### src/rtl/sdc_pkg.sv
package sdc_pkg;

    localparam int REG_W   = 32;
    localparam int IDX_W   = 6;
    localparam int ADDR_W  = 3;

    localparam logic [ADDR_W-1:0] A_ARG    = 3'd0;
    localparam logic [ADDR_W-1:0] A_CMD    = 3'd1;
    localparam logic [ADDR_W-1:0] A_STATUS = 3'd2;
    localparam logic [ADDR_W-1:0] A_MASK   = 3'd3;
    localparam logic [ADDR_W-1:0] A_CLKDIV = 3'd4;

    localparam int START_BIT = 31;

    localparam int ST_DONE = 0;
    localparam int ST_TOUT = 1;
    localparam int ST_CRC  = 2;
    localparam int ST_RERR = 3;
    localparam int ST_LOCK = 4;
    localparam int ST_W    = 5;

    localparam logic [1:0] RT_NONE  = 2'b00;
    localparam logic [1:0] RT_SHORT = 2'b01;

    typedef struct packed {
        logic [REG_W-1:0] arg;
        logic [IDX_W-1:0] index;
        logic [1:0]       rtype;
    } cmd_t;

    typedef enum logic [1:0] {
        S_IDLE  = 2'd0,
        S_ISSUE = 2'd1,
        S_WAIT  = 2'd2
    } exec_state_e;

endpackage

### src/rtl/sdc_cmd_regs.sv
module sdc_cmd_regs
    import sdc_pkg::*;
#(
    parameter int CLKDIV_W = 8,
    parameter logic [CLKDIV_W-1:0] CLKDIV_RST = '0
) (
    input  logic                clk,
    input  logic                rst_n,
    input  logic                wr_en,
    input  logic [ADDR_W-1:0]   wr_addr,
    input  logic [REG_W-1:0]    wr_data,
    input  logic                busy_any,
    input  logic [ST_W-1:0]     set_vec,
    output logic [REG_W-1:0]    arg_q,
    output logic [CLKDIV_W-1:0] clkdiv_q,
    output logic [ST_W-1:0]     raw_q,
    output logic                irq
);

    logic [ST_W-1:0] mask_q;
    logic [ST_W-1:0] clr_vec;

    always_comb begin
        clr_vec = '0;
        if (wr_en && wr_addr == A_STATUS) begin
            clr_vec = wr_data[ST_W-1:0];
        end
    end

    always_ff @(posedge clk or negedge rst_n) begin
        if (!rst_n) begin
            arg_q    <= '0;
            mask_q   <= '0;
            clkdiv_q <= CLKDIV_RST;
            raw_q    <= '0;
        end else begin
            if (wr_en && wr_addr == A_ARG) begin
                arg_q <= wr_data;
            end
            if (wr_en && wr_addr == A_MASK) begin
                mask_q <= wr_data[ST_W-1:0];
            end
            if (wr_en && wr_addr == A_CLKDIV && !busy_any) begin
                clkdiv_q <= wr_data[CLKDIV_W-1:0];
            end
            raw_q <= (raw_q & ~clr_vec) | set_vec;
        end
    end

    assign irq = |(raw_q & mask_q);

endmodule

### src/rtl/sdc_cmd_queue.sv
module sdc_cmd_queue
    import sdc_pkg::*;
(
    input  logic clk,
    input  logic rst_n,
    input  logic start_wr,
    input  cmd_t new_cmd,
    input  logic exec_idle,
    output logic launch,
    output cmd_t launch_cmd,
    output logic buf_valid,
    output logic lock_err
);

    cmd_t buf_cmd;
    logic promote;
    logic accept_now;
    logic take;

    always_comb begin
        promote    = exec_idle && buf_valid;
        accept_now = start_wr && exec_idle && !buf_valid;
        take       = start_wr && !accept_now && (!buf_valid || promote);
        lock_err   = start_wr && buf_valid && !promote;
        launch     = promote || accept_now;
        launch_cmd = promote ? buf_cmd : new_cmd;
    end

    always_ff @(posedge clk or negedge rst_n) begin
        if (!rst_n) begin
            buf_valid <= 1'b0;
            buf_cmd   <= '0;
        end else if (take) begin
            buf_valid <= 1'b1;
            buf_cmd   <= new_cmd;
        end else if (promote) begin
            buf_valid <= 1'b0;
        end
    end

endmodule

### src/rtl/sdc_cmd_fsm.sv
module sdc_cmd_fsm
    import sdc_pkg::*;
(
    input  logic             clk,
    input  logic             rst_n,
    input  logic             launch,
    input  cmd_t             launch_cmd,
    input  logic             eng_sent,
    input  logic             eng_resp_valid,
    input  logic             eng_timeout,
    input  logic             eng_crc_err,
    input  logic             eng_resp_err,
    output logic             exec_idle,
    output logic             eng_issue,
    output logic [IDX_W-1:0] eng_index,
    output logic [REG_W-1:0] eng_arg,
    output logic [1:0]       eng_rtype,
    output logic [3:0]       done_set,
    output logic             cap_short,
    output logic             cap_long
);

    exec_state_e state, state_nx;
    cmd_t        cur;
    logic        finish;
    logic        has_resp;

    assign has_resp = (cur.rtype != RT_NONE);
    assign finish   = (state == S_WAIT) &&
                      (has_resp ? (eng_resp_valid || eng_timeout) : eng_sent);

    always_comb begin
        state_nx = state;
        unique case (state)
            S_IDLE:  if (launch) state_nx = S_ISSUE;
            S_ISSUE: state_nx = S_WAIT;
            S_WAIT:  if (finish) state_nx = S_IDLE;
            default: state_nx = S_IDLE;
        endcase
    end

    always_ff @(posedge clk or negedge rst_n) begin
        if (!rst_n) begin
            state <= S_IDLE;
            cur   <= '0;
        end else begin
            state <= state_nx;
            if (state == S_IDLE && launch) begin
                cur <= launch_cmd;
            end
        end
    end

    always_comb begin
        exec_idle = 1'b0;
        eng_issue = 1'b0;
        done_set  = '0;
        cap_short = 1'b0;
        cap_long  = 1'b0;
        unique case (state)
            S_IDLE:  exec_idle = 1'b1;
            S_ISSUE: eng_issue = 1'b1;
            S_WAIT: begin
                if (finish) begin
                    done_set[ST_DONE] = 1'b1;
                    if (has_resp) begin
                        done_set[ST_TOUT] = eng_timeout;
                        done_set[ST_CRC]  = eng_resp_valid && eng_crc_err;
                        done_set[ST_RERR] = eng_resp_valid && eng_resp_err;
                        cap_short = eng_resp_valid && !eng_timeout &&
                                    (cur.rtype == RT_SHORT);
                        cap_long  = eng_resp_valid && !eng_timeout &&
                                    cur.rtype[1];
                    end
                end
            end
            default: exec_idle = 1'b0;
        endcase
    end

    assign eng_index = cur.index;
    assign eng_arg   = cur.arg;
    assign eng_rtype = cur.rtype;

endmodule

### src/rtl/sdc_resp_store.sv
module sdc_resp_store
    import sdc_pkg::*;
#(
    parameter int RESP_WORDS = 4,
    localparam int RESP_W = RESP_WORDS * REG_W
) (
    input  logic              clk,
    input  logic              rst_n,
    input  logic              cap_short,
    input  logic              cap_long,
    input  logic [RESP_W-1:0] din,
    output logic [RESP_W-1:0] dout
);

    for (genvar w = 0; w < RESP_WORDS; w++) begin : g_word
        logic load;
        if (w == 0) begin : g_low
            assign load = cap_short || cap_long;
        end else begin : g_high
            assign load = cap_long;
        end
        always_ff @(posedge clk or negedge rst_n) begin
            if (!rst_n) begin
                dout[w*REG_W +: REG_W] <= '0;
            end else if (load) begin
                dout[w*REG_W +: REG_W] <= din[w*REG_W +: REG_W];
            end
        end
    end

endmodule

### src/rtl/sdc_cmd_issue.sv
module sdc_cmd_issue
    import sdc_pkg::*;
#(
    parameter int RESP_WORDS = 4,
    parameter int CLKDIV_W   = 8,
    parameter logic [CLKDIV_W-1:0] CLKDIV_RST = 8'h04,
    localparam int RESP_W = RESP_WORDS * REG_W
) (
    input  logic                clk,
    input  logic                rst_n,
    input  logic                reg_wr_en,
    input  logic [ADDR_W-1:0]   reg_wr_addr,
    input  logic [REG_W-1:0]    reg_wr_data,
    output logic                start_flag,
    output logic [ST_W-1:0]     raw_status,
    output logic                irq,
    output logic [RESP_W-1:0]   resp_data,
    output logic [CLKDIV_W-1:0] clk_div,
    output logic                eng_issue,
    output logic [IDX_W-1:0]    eng_index,
    output logic [REG_W-1:0]    eng_arg,
    output logic [1:0]          eng_rtype,
    input  logic                eng_sent,
    input  logic                eng_resp_valid,
    input  logic                eng_timeout,
    input  logic                eng_crc_err,
    input  logic                eng_resp_err,
    input  logic [RESP_W-1:0]   eng_resp_data
);

    logic [REG_W-1:0] arg_q;
    logic             start_wr;
    cmd_t             new_cmd;
    logic             launch;
    cmd_t             launch_cmd;
    logic             buf_valid;
    logic             lock_err;
    logic             exec_idle;
    logic             exec_busy;
    logic [3:0]       done_set;
    logic             cap_short;
    logic             cap_long;
    logic [ST_W-1:0]  set_vec;

    assign start_wr = reg_wr_en && (reg_wr_addr == A_CMD) &&
                      reg_wr_data[START_BIT];
    assign new_cmd  = '{arg: arg_q, index: reg_wr_data[IDX_W-1:0],
                        rtype: reg_wr_data[IDX_W+1:IDX_W]};
    assign exec_busy  = !exec_idle;
    assign start_flag = buf_valid;
    assign set_vec    = {lock_err, done_set};

    sdc_cmd_regs #(
        .CLKDIV_W   (CLKDIV_W),
        .CLKDIV_RST (CLKDIV_RST)
    ) u_regs (
        .clk      (clk),
        .rst_n    (rst_n),
        .wr_en    (reg_wr_en),
        .wr_addr  (reg_wr_addr),
        .wr_data  (reg_wr_data),
        .busy_any (exec_busy || buf_valid),
        .set_vec  (set_vec),
        .arg_q    (arg_q),
        .clkdiv_q (clk_div),
        .raw_q    (raw_status),
        .irq      (irq)
    );

    sdc_cmd_queue u_queue (
        .clk        (clk),
        .rst_n      (rst_n),
        .start_wr   (start_wr),
        .new_cmd    (new_cmd),
        .exec_idle  (exec_idle),
        .launch     (launch),
        .launch_cmd (launch_cmd),
        .buf_valid  (buf_valid),
        .lock_err   (lock_err)
    );

    sdc_cmd_fsm u_fsm (
        .clk            (clk),
        .rst_n          (rst_n),
        .launch         (launch),
        .launch_cmd     (launch_cmd),
        .eng_sent       (eng_sent),
        .eng_resp_valid (eng_resp_valid),
        .eng_timeout    (eng_timeout),
        .eng_crc_err    (eng_crc_err),
        .eng_resp_err   (eng_resp_err),
        .exec_idle      (exec_idle),
        .eng_issue      (eng_issue),
        .eng_index      (eng_index),
        .eng_arg        (eng_arg),
        .eng_rtype      (eng_rtype),
        .done_set       (done_set),
        .cap_short      (cap_short),
        .cap_long       (cap_long)
    );

    sdc_resp_store #(
        .RESP_WORDS (RESP_WORDS)
    ) u_resp (
        .clk       (clk),
        .rst_n     (rst_n),
        .cap_short (cap_short),
        .cap_long  (cap_long),
        .din       (eng_resp_data),
        .dout      (resp_data)
    );

endmodule

### config.mk
export PLATFORM = sky130hd
export DESIGN_NAME = sdc_cmd_issue
export DESIGN_NICKNAME = d
export VERILOG_FILES = /design/src/rtl/sdc_pkg.sv /design/src/rtl/sdc_cmd_regs.sv /design/src/rtl/sdc_cmd_queue.sv /design/src/rtl/sdc_cmd_fsm.sv /design/src/rtl/sdc_resp_store.sv /design/src/rtl/sdc_cmd_issue.sv
export SDC_FILE = /design/constraint.sdc
export NUM_CORES = 1
export LEC_CHECK = 0
export ABC_AREA = 1
export BUFFER_PORTS_ARGS = -buffer_cell sky130_fd_sc_hd__buf_2
export CAP_MARGIN = 20
export CORE_ASPECT_RATIO = 0.5
export CORE_MARGIN = 2
export CORE_UTILIZATION = 51
export CTS_CLUSTER_DIAMETER = 120
export CTS_CLUSTER_SIZE = 40
export DETAILED_ROUTE_END_ITERATION = 6
export GPL_ROUTABILITY_DRIVEN = 0
export PLACE_DENSITY = 0.84
export SYNTH_ARGS = -nofsm -noshare
export SYNTH_HDL_FRONTEND = slang
export SYNTH_SLANG_ARGS = --single-unit
### constraint.sdc
create_clock -name clk -period 1.9 [get_ports clk]
set_input_delay 0.19 -clock clk [delete_from_list [all_inputs] [get_ports clk]]
set_output_delay 0.19 -clock clk [all_outputs]
set_load 0.01 [all_outputs]
# After elaboration in Yosys (flattened, before gate mapping)
# Cells that the tools add are included.
[totals]
ff_bits = 261
input_bits = 171
word_cells = 86
[op_classes]
eq_ne = 9
n_mux = 19
bitwise_logic = 4
n_reduce_logical = 38
[ops]
columns = ["operator", "count"]
rows = [
  ["$mux W40", 1],
  ["$logic_and A1 B1 Y1", 21],
  ["$mux W1", 11],
  ["$and A5 B5 Y5", 2],
  ["$mux W4", 2],
  ["$eq A3 B2 Y1 const B", 2],
  ["$logic_not A1 Y1", 6],
  ["$pmux W2 S3", 1],
  ["$logic_or A1 B1 Y1", 5],
  ["$mux W5", 1],
  ["$not A5 Y5", 1],
  ["$or A5 B5 Y5", 1],
  ["$reduce_or A5 Y1", 1],
  ["$eq A2 B1 Y1 const B", 2],
  ["$mux W2", 2],
  ["$ne A2 B1 Y1 const B", 2],
  ["$reduce_bool A2 Y1", 2],
  ["$eq A3 B1 Y1 const B", 1],
  ["$eq A3 B3 Y1 const B", 1],
  ["$logic_not A3 Y1", 1],
  ["$mux W3", 1],
  ["$eq A2 B2 Y1 const B", 1],
  ["$logic_not A2 Y1", 1],
  ["$reduce_and A2 Y1", 1],
]

# Depth between registers and ports, before layout
# Gate-level depths: netlist of run 1.
[depth]
word_depth = 9
ltp_mapped = 9

# Cells and area by module
# Synthesis of run 1 repeated with hierarchy kept, for this count alone.
[unflattened]
hier_cells = 1304
hier_area_um2 = 11160.7
[modules_own_cells]
columns = ["mod", "instances", "cells_per_inst", "area_each_um2"]
rows = [
  ["sdc_resp_store", 1, 544, 5046.1],
  ["sdc_cmd_queue", 1, 322, 2287.2],
  ["sdc_cmd_regs", 1, 227, 2072.0],
  ["sdc_cmd_fsm", 1, 204, 1720.4],
  ["sdc_cmd_issue", 1, 7, 35.0],
]

# Worst setup path after synthesis of run 1
# Ideal clock, no wire load.
[synth_path]
path_type = "register -> register"
startpoint = "register u_fsm.cur (netlist bit u_fsm.eng_rtype[1])"
endpoint = "register u_resp.dout[100]"
arrival_ps = 1330
required_time_ps = 1783
path_slack_ps = 453
path_stages_with_launch = 10
path_cell_list = "dfrtp_1 > inv_2 > nand2_1 > nand2_1 > nand2_2 > nand3_2 > buf_2 > buf_6 > nand2_1 > nand2_1"
[synth_between]
elab_chain_cells = 5
elab_cells_between_ends = 7
[synth_rtl]
columns = ["element", "line_no", "text"]
rows = [
  ["start: declaration", "sdc_cmd_fsm.sv:24", "cmd_t cur;"],
  ["start signal: assignment", "sdc_cmd_fsm.sv:49", "cur <= launch_cmd;"],
  ["$reduce_bool A2 Y1", "sdc_cmd_fsm.sv:28", "assign has_resp = (cur.rtype != RT_NONE);"],
  ["$mux W1", "sdc_cmd_fsm.sv:30", "(has_resp ? (eng_resp_valid || eng_timeout) : eng_sent);"],
  ["$logic_and A1 B1 Y1", "sdc_cmd_fsm.sv:29", "assign finish = (state == S_WAIT) &&"],
  ["$mux W1 (*)", "sdc_cmd_fsm.sv:64", "if (finish) begin"],
  ["$mux W1 (*)", "sdc_cmd_fsm.sv:60", "unique case (state)"],
  ["end signal: indexed assignment", "sdc_resp_store.sv:26", "dout[w*REG_W +: REG_W] <= din[w*REG_W +: REG_W];"],
  ["end: declaration", "sdc_resp_store.sv:12", "output logic [RESP_W-1:0] dout"],
]
# Every way passes the cells marked *; elsewhere a longest branch is shown, timed or not.
# A chain may end at the register's enable or synchronous reset.

# Worst setup path after layout of run 1
[layout_path]
startpoint = "register u_fsm.state[0]"
endpoint = "register u_queue.buf_cmd[19] in the netlist's numbering"
[layout_between]
elab_chain_cells = 7
elab_cells_between_ends = 9
[layout_rtl]
columns = ["element", "line_no", "text"]
rows = [
  ["start: declaration", "sdc_cmd_fsm.sv:23", "exec_state_e state, state_nx;"],
  ["start signal: assignment", "sdc_cmd_fsm.sv:47", "state <= state_nx;"],
  ["$logic_not A2 Y1 (*)", "sdc_cmd_fsm.sv:60", ""],
  ["$mux W1 (*)", "sdc_cmd_fsm.sv:60", ""],
  ["$logic_and A1 B1 Y1 (2 in a row)", "sdc_cmd_queue.sv:22", "accept_now = start_wr && exec_idle && !buf_valid;"],
  ["$logic_not A1 Y1", "sdc_cmd_queue.sv:23", "take = start_wr && !accept_now && (!buf_valid || promote);"],
  ["$logic_and A1 B1 Y1", "sdc_cmd_queue.sv:23", ""],
  ["$logic_and A1 B1 Y1 (*)", "sdc_cmd_queue.sv:23", ""],
  ["end signal: assignment", "sdc_cmd_queue.sv:35", "buf_cmd <= new_cmd;"],
  ["end: declaration", "sdc_cmd_queue.sv:15", "cmd_t buf_cmd;"],
]
# Marked as above.

==> results.sh, run 1 <==
export IMPL_yosys_warnings=0
export IMPL_yosys_area_top_type="dfrtp_1"
export IMPL_via_per_inst=5.59
export IMPL_ir_drop_mv=0.557
export IMPL_antenna_left=0
export IMPL_io_pins=355
export IMPL_endpoint_kind="flip-flop"
export IMPL_cp_slowest_stage_delay_ns=0.48
export IMPL_cts_tree="done"
export IMPL_period_share_pct=93.3
export IMPL_status="finished, violations left"
export IMPL_netlist_cell_type_count=22
export IMPL_path_delay_family="simple AND/OR/NAND/NOR gates"
export IMPL_violations="design-rule violations"
export IMPL_start_util_pct=52.7
export IMPL_ys_seq_area_share_pct=59.3
export IMPL_postCtsSetupRepairBufs=0
export IMPL_dr_pass1_iters=7
export IMPL_hold_slack_ns=0.0197
export IMPL_hpwl_um=22500
export IMPL_synth_edf_count=0
export IMPL_skew_ns=0.0334
export IMPL_finalHoldViolCount=0
export IMPL_syn_nets=1458
export IMPL_cpMostUsedCell="nor2_4"
export IMPL_worstSkewPairLatency_ns=0.51
export IMPL_hold_path_class="in2reg"
export IMPL_syn_to_final_growth_pct=37.2
export IMPL_grt_pass1_vias=11600
export IMPL_crit_fanout=24
export IMPL_clockBufferDepth=3
export IMPL_drtIter0Drc=1734
export IMPL_stdcell_count=2058
export IMPL_dpl_cell_count=1878
export IMPL_track_usage_pct=32.3
export IMPL_clk_pin_slew_ns=0.14
export IMPL_syn_area_per_cell_um2=8.55
export IMPL_drc=4
export IMPL_pre_cts_ws_ns=0.194
export IMPL_required_ns=2.33
export IMPL_grt_overflow=0
export IMPL_synthTopCellsByArea="dfrtp_1 59%, nand2_1 19%, nand3_1 6.9%, nand4_1 5.5%, clkbuf_1 1.9%"
export IMPL_crit_buf_inv=1
export IMPL_fillers=1393
export IMPL_finalMaxSlewViolations=0
export IMPL_netlist_top_cells_count="555 x nand2_1, 260 x dfrtp_1, 151 x nand3_1"
export IMPL_totalWireLength_um=37100
export IMPL_dieArea_mm2=0.0228
export IMPL_critPathKind="reg2reg"
export IMPL_tightestPinTransition_ns=0.550
export IMPL_synth_cells=1287
export IMPL_grt_pass1_wl_um=58400
export IMPL_yosys_most_used_dff="dfrtp_1"
export IMPL_slew_headroom_pct=63.4
export IMPL_core_area_mm2=0.0209
export IMPL_cp_slowest_cell="dfrtp_1"
export IMPL_setup_violations=0
export IMPL_startpoint_type="flip-flop"
export IMPL_cts_sinks=261
export IMPL_setup_tns_ns=0
export IMPL_syn_area_mm2=0.0110
export IMPL_drive_above_1_share_pct=23.6
export IMPL_grt_max_degree=98
export IMPL_die_x_um=212
export IMPL_period_needed_ns=1.77
export IMPL_cts_buffers=10
export IMPL_vias=11500
export IMPL_cp_arrival_ns=2.20
export IMPL_clockRootBuffer="clkbuf_16"
export IMPL_htree_num_levels=1
export IMPL_post_synth_top_count_cell="nand2_1"
export IMPL_setup_slack_ns=0.127
export IMPL_final_nets=1932
export IMPL_row_count=37
export IMPL_io_buffers=354
export IMPL_p_leak_nw=8.73
export IMPL_avgRoutedWirePerCell_um=18.0
export IMPL_cp_cell_sequence="nor2_4 > nor2_1 > nor2_4 > buf_4 > nand3_1 > nand2_1"
export IMPL_max_freq_mhz=564
export IMPL_die_h_um=108
export IMPL_synth_top_area_share_pct=59.1
export IMPL_powerDensity_mw_per_mm2=886
export IMPL_maxCapViolCount=0
export IMPL_fin_util_pct=72.3
export IMPL_rsz0062_at_grt="no"
export IMPL_ys_ff_latch=261
export IMPL_antenna_found_initial=2
export IMPL_postSynth_asyncResetShare_pct=100
[worst register-to-register path: cells and delay by family (launching register included)]
kind                   cells  cell delay, ns
buffers and inverters      1            0.30
DFF                        1            0.48
and+or+nand+nor            5            0.92
[cell usage in the layout, fill, tap and decap left out, types with 3 or more instances in the layout]
cell type and instances:
buf_4 27, nand2_1 555, buf_12 9, nor2_4 5
o21ai_0 32, nor2_1 4, dfrtp_1 260, clkbuf_1 3
inv_1 52, nand4_1 96, dlygate4sd3_1 163, clkbuf_16 10
buf_2 353, o21ai_1 30, nand3_1 151
[path summary, 6_finish.rpt]
check	to	from	slack, ns	cells past startpoint
min in group asynchronous	u_fsm.eng_arg[5]	rst_n	0.21	2
hold / removal	u_resp.dout[67]	eng_resp_data[67]	0.02	3
setup / recovery	u_queue.buf_cmd[19]	u_fsm.state[0]	0.13	6
max in group asynchronous	u_resp.dout[107]	rst_n	1.03	3
hold reg to reg	u_fsm.eng_arg[13]	u_fsm.eng_arg[13]	0.48	2
setup reg to reg	u_queue.buf_cmd[19]	u_fsm.state[0]	0.13	6
[repair_timing]
action / 4_1_cts / 5_1_grt
hold buffers: 163 / 0
endpoints found under the hold margin: 218 / 0
setup endpoints to repair: 0 / 27
resized for setup: 0 / 2
[final cells by class]
class | instances | area (um^2) | area share, %
diodes | 2 | 5.00 | 0.0331
flip-flops and latches | 261 | 6530 | 43.2
multi-input cells | 879 | 3880 | 25.7
well taps | 292 | 365 | 2.42
repair buffers | 555 | 3820 | 25.3
clock buffers | 13 | 262 | 1.73
clock inverters | 2 | 36.3 | 0.240
inverters | 54 | 203 | 1.34
[state kept, by name (all words and copies together) (netlist names), 5 cells and up]
name / cells
u_queue.buf_cmd: 40
u_regs.arg_q: 32
u_resp.dout: 128
u_regs.mask_q: 5
u_regs.clkdiv_q: 8
u_regs.raw_q: 5
u_fsm.eng_index: 6
u_fsm.eng_arg: 32
[logic make-up (layout without fill, tap and decap cells)]
logic type	after synthesis	after routing	share of synthesized area, %
flip-flops	261	261	59.3
other	0	2	0
AO/OA/AOI/OAI	64	64	2.94
buffers and inverters	147	624	5.67
AND/OR/NAND/NOR	815	815	32.0
[metrics by stage]
stage                     area (um^2)  total power [W]
after floorplan                 11000          0.00868
after global placement          13200           0.0101
after detailed placement        13200           0.0103
after CTS                       15100           0.0133
after global routing            15100           0.0140
final                           15100           0.0134
[where the power goes]
part           total, W  internal, W  switching (W)
combinational   0.00352      0.00140        0.00213
sequential      0.00708      0.00648       0.000603
clock           0.00279      0.00103        0.00175
total            0.0134      0.00891        0.00448
[per-layer routing]
metal | global-route usage [%] | vias to the layer above | share of wire, %
met5 | 0 | - | 0
met4 | 16.8 | 0 | 5.1
met3 | 6.33 | 185 | 7.8
met2 | 56.3 | 735 | 51
met1 | 38.4 | 5457 | 36
li1 | - | 5123 | -
Note: power is estimated with default switching activity, not from simulation.
==> inputs of run 2 (changes only) <==
--- a/config.mk
+++ b/config.mk
@@ -18,4 +18,5 @@
 export PLACE_DENSITY = 0.84
 export SYNTH_ARGS = -nofsm -noshare
 export SYNTH_HDL_FRONTEND = slang
+export SYNTH_HIERARCHICAL = 1
 export SYNTH_SLANG_ARGS = --single-unit
==> run 2 against run 1 <==
Effect of this change:
- the flow now finishes without violations
- die area up 1.4%
- hold slack worse by 0.00081 ns
- setup slack worse by 0.082 ns
- largest cell class unchanged
- highest routed layer unchanged
==> results.sh, run 2 <==
export IMPL_skew_ns=0.0254
export IMPL_seqPwrFrac_pct=51.9
export IMPL_p_int_w=0.00983
export IMPL_startpoint="u_fsm/eng_rtype[1]"
export IMPL_start_util_pct=51.7
export IMPL_dpl_cell_count=1918
export IMPL_antenna_found_initial=0
export IMPL_yosys_most_used_dff="dfrtp_1"
export IMPL_p_clk_share_pct=18.7
export IMPL_track_usage_pct=30.6
export IMPL_fillers=1524
export IMPL_row_count=38
export IMPL_io_buffers=354
export IMPL_yosys_area_top_type="dfrtp_1"
export IMPL_io_pins=355
export IMPL_dr_pass1_iters=7
export IMPL_grt_overflow=0
export IMPL_syn_to_final_growth_pct=36.4
export IMPL_ys_ff_latch=261
export IMPL_synth_top_area_share_pct=58.3
export IMPL_startpoint_type="flip-flop"
export IMPL_cts_sinks=261
export IMPL_vias=11100
export IMPL_required_ns=2.26
export IMPL_synth_simple_area_share_pct=26.3
export IMPL_syn_nets=1475
export IMPL_stdcell_count=2098
export IMPL_r2r_cells=9
export IMPL_netlist_top_cells_count="550 x nand2_1, 260 x dfrtp_1, 121 x inv_1"
export IMPL_r2r_start="u_fsm/eng_rtype[1]"
export IMPL_synthMuxAreaShare_pct=0
export IMPL_powerDensity_mw_per_mm2=989
export IMPL_tightestPinTransition_ns=0.531
export IMPL_layout_common_cells="550 x nand2_1, 353 x buf_2, 259 x dfrtp_1"
export IMPL_slew_headroom_pct=64.6
export IMPL_cts_tree="done"
export IMPL_setup_tns_ns=0
export IMPL_final_nets=1965
export IMPL_cts_buffers=10
export IMPL_hpwl_um=21000
export IMPL_largest_reg_flops=128
export IMPL_grt_pass1_vias=10700
export IMPL_finalHoldViolCount=0
export IMPL_cp_cell_sequence="inv_1 > nand2_1 > nand2_1 > nand3_2 > nor2_4 > buf_12 > buf_6 > nand2_1 > o21ai_0"
export IMPL_worstSkewPairLatency_ns=0.50
export IMPL_top_register="u_resp/dout"
export IMPL_maxCapViolCount=0
export IMPL_pwr_share_comb_pct=29.5
export IMPL_fin_util_pct=70.5
export IMPL_setup_violations=0
export IMPL_hold_path_class="in2reg"
export IMPL_synth_edf_count=0
export IMPL_synth_compound_area_share_pct=6.33
export IMPL_syn_area_mm2=0.0112
export IMPL_ir_drop_mv=0.613
export IMPL_die_x_um=213
export IMPL_totalWireLength_um=37200
export IMPL_drtIter0Drc=1135
export IMPL_crit_path_end="u_resp/dout[82]"
export IMPL_switching_share_pct=34.7
export IMPL_synth_cells=1304
export IMPL_synth_top_family_by_area="simple AND/OR/NAND/NOR gates"
export IMPL_dieArea_mm2=0.0232
export IMPL_avgRoutedWirePerCell_um=17.7
export IMPL_period_share_pct=97.6
export IMPL_cp_slowest_stage_delay_ns=0.47
export IMPL_layout_commonest_cell="nand2_1"
export IMPL_top_regs="u_resp/dout: 128 flops, u_queue/buf_cmd: 40 flops"
export IMPL_grt_pass1_wl_um=55700
export IMPL_clockRootBuffer="clkbuf_16"
export IMPL_syn_area_per_cell_um2=8.56
export IMPL_max_freq_mhz=539
export IMPL_r2r_end="u_resp/dout[82]"
export IMPL_grt_max_degree=80
export IMPL_cpMostUsedCell="nand2_1"
export IMPL_postSynth_asyncResetShare_pct=100
export IMPL_power_switching_w=0.00522
export IMPL_cp_arrival_ns=2.22
export IMPL_clockBufferDepth=3
export IMPL_drive_above_1_share_pct=24.0
export IMPL_synthTopCellsByArea="dfrtp_1 58%, nand2_1 18%, o21ai_0 4.8%, inv_1 4.1%, nand3_1 3.9%"
export IMPL_ff2ff_setup_slack_ns=0.05
export IMPL_yosys_area_share_xor_xnor_pct=0
export IMPL_die_h_um=109
export IMPL_period_needed_ns=1.85
export IMPL_synthAdderAreaFrac_pct=0
export IMPL_drc=0
export IMPL_finalMaxSlewViolations=0
export IMPL_via_per_inst=5.31
export IMPL_netlist_cell_type_count=27
export IMPL_status="finished clean"
export IMPL_core_area_mm2=0.0216
export IMPL_clk_pin_slew_ns=0.15
export IMPL_ys_seq_area_share_pct=58.5
export IMPL_post_synth_top_count_cell="nand2_1"
export IMPL_p_leak_nw=8.42
export IMPL_yosys_warnings=6
export IMPL_crit_fanout=22
export IMPL_htree_num_levels=1
export IMPL_cp_slowest_cell="dfrtp_2"
export IMPL_endpoint_kind="flip-flop"
export IMPL_antenna_left=0
export IMPL_critPathKind="reg2reg"
[run 2: changes by cell type after synthesis, sizes merged]
cell	before	now
inv	54	124
nand3b	0	1
buf	38	52
nor2	10	16
a31o	1	0
o21ai	62	138
nand4	97	42
nand2	556	554
clkbuf	55	27
nand3	152	88
[run 2: layout make-up]
| type | count | area, um^2 | area share [%] |
|---|---|---|---|
| well taps | 300 | 375 | 2.47 |
| clock inverters | 1 | 20.0 | 0.131 |
| multi-input cells | 840 | 3670 | 24.1 |
| inverters | 124 | 468 | 3.07 |
| clock buffers | 13 | 283 | 1.86 |
| diodes | 2 | 5.00 | 0.0329 |
| repair buffers | 557 | 3870 | 25.4 |
| flip-flops and latches | 261 | 6530 | 42.9 |
[run 2: cell families (layout without fill, tap and decap cells)]
kind of cell           count (synthesis)  in the layout
and+or+nand+nor                      701            701
DFF                                  261            261
other                                  0              2
AOI/OAI and AO/OA                    139            139
buffers and inverters                203            695
[run 2: metrics by stage]
stage	setup WS [ns]	instance area [um^2]	total power [W]	hold slack, ns
3_5_place_dp	0.108	13200	0.0117	0.186
6_report	0.0452	15200	0.0151	0.0189
3_3_place_gp	0.185	13200	0.0116	0.185
5_1_grt	-0.00633	15200	0.0158	0.0216
2_1_floorplan	0.188	11200	0.00966	-0.106
4_1_cts	0.0707	15100	0.0148	0.00441
[run 2: worst min-delay path by stage]
stage | start | endpoint | slack (ns) | cells after the start
floorplan | rst_n | u_fsm/eng_arg[0] | -0.11 | 0
CTS | eng_resp_err | u_regs/raw_q[3] | 0.004 | 5
detailed placement | rst_n | u_fsm/eng_arg[20] | 0.19 | 1
global route | eng_resp_err | u_regs/raw_q[3] | 0.02 | 5
global placement | rst_n | u_fsm/eng_arg[20] | 0.19 | 1
finish | eng_resp_err | u_regs/raw_q[3] | 0.02 | 5
[run 2: critical path, delay by kind of cell (launching register included)]
family	cells	cell delay [ns]
simple gates	5	0.56
buf+inv	3	0.50
flops	1	0.47
compound gates	1	0.18
[run 2: routing by layer]
layer	global-route usage, %	share of wire [%]	wire length, um	up-vias
li1	-	-	-	5051
met1	38.6	38	14200	5294
met2	51.8	49	18300	647
met3	5.66	7.9	2920	146
met4	14.1	4.6	1710	0
met5	0	0	0	-
[run 2: power groups by stage]
stage          Clock (W)  Sequential, W  Combinational (W)
6_report         0.00281        0.00781            0.00444
5_1_grt          0.00305        0.00797            0.00482
3_5_place_dp           0        0.00781            0.00394
4_1_cts          0.00285        0.00771            0.00421
2_1_floorplan          0        0.00833            0.00134
3_3_place_gp           0        0.00778            0.00381
[run 2: what timing repair did]
item                                   in CTS  in global routing
endpoints found under the hold margin     222                  0
buffers inserted                            0                  0
resized for setup                           0                  7
setup endpoints to repair                   0                 87
hold buffers                              162                  0
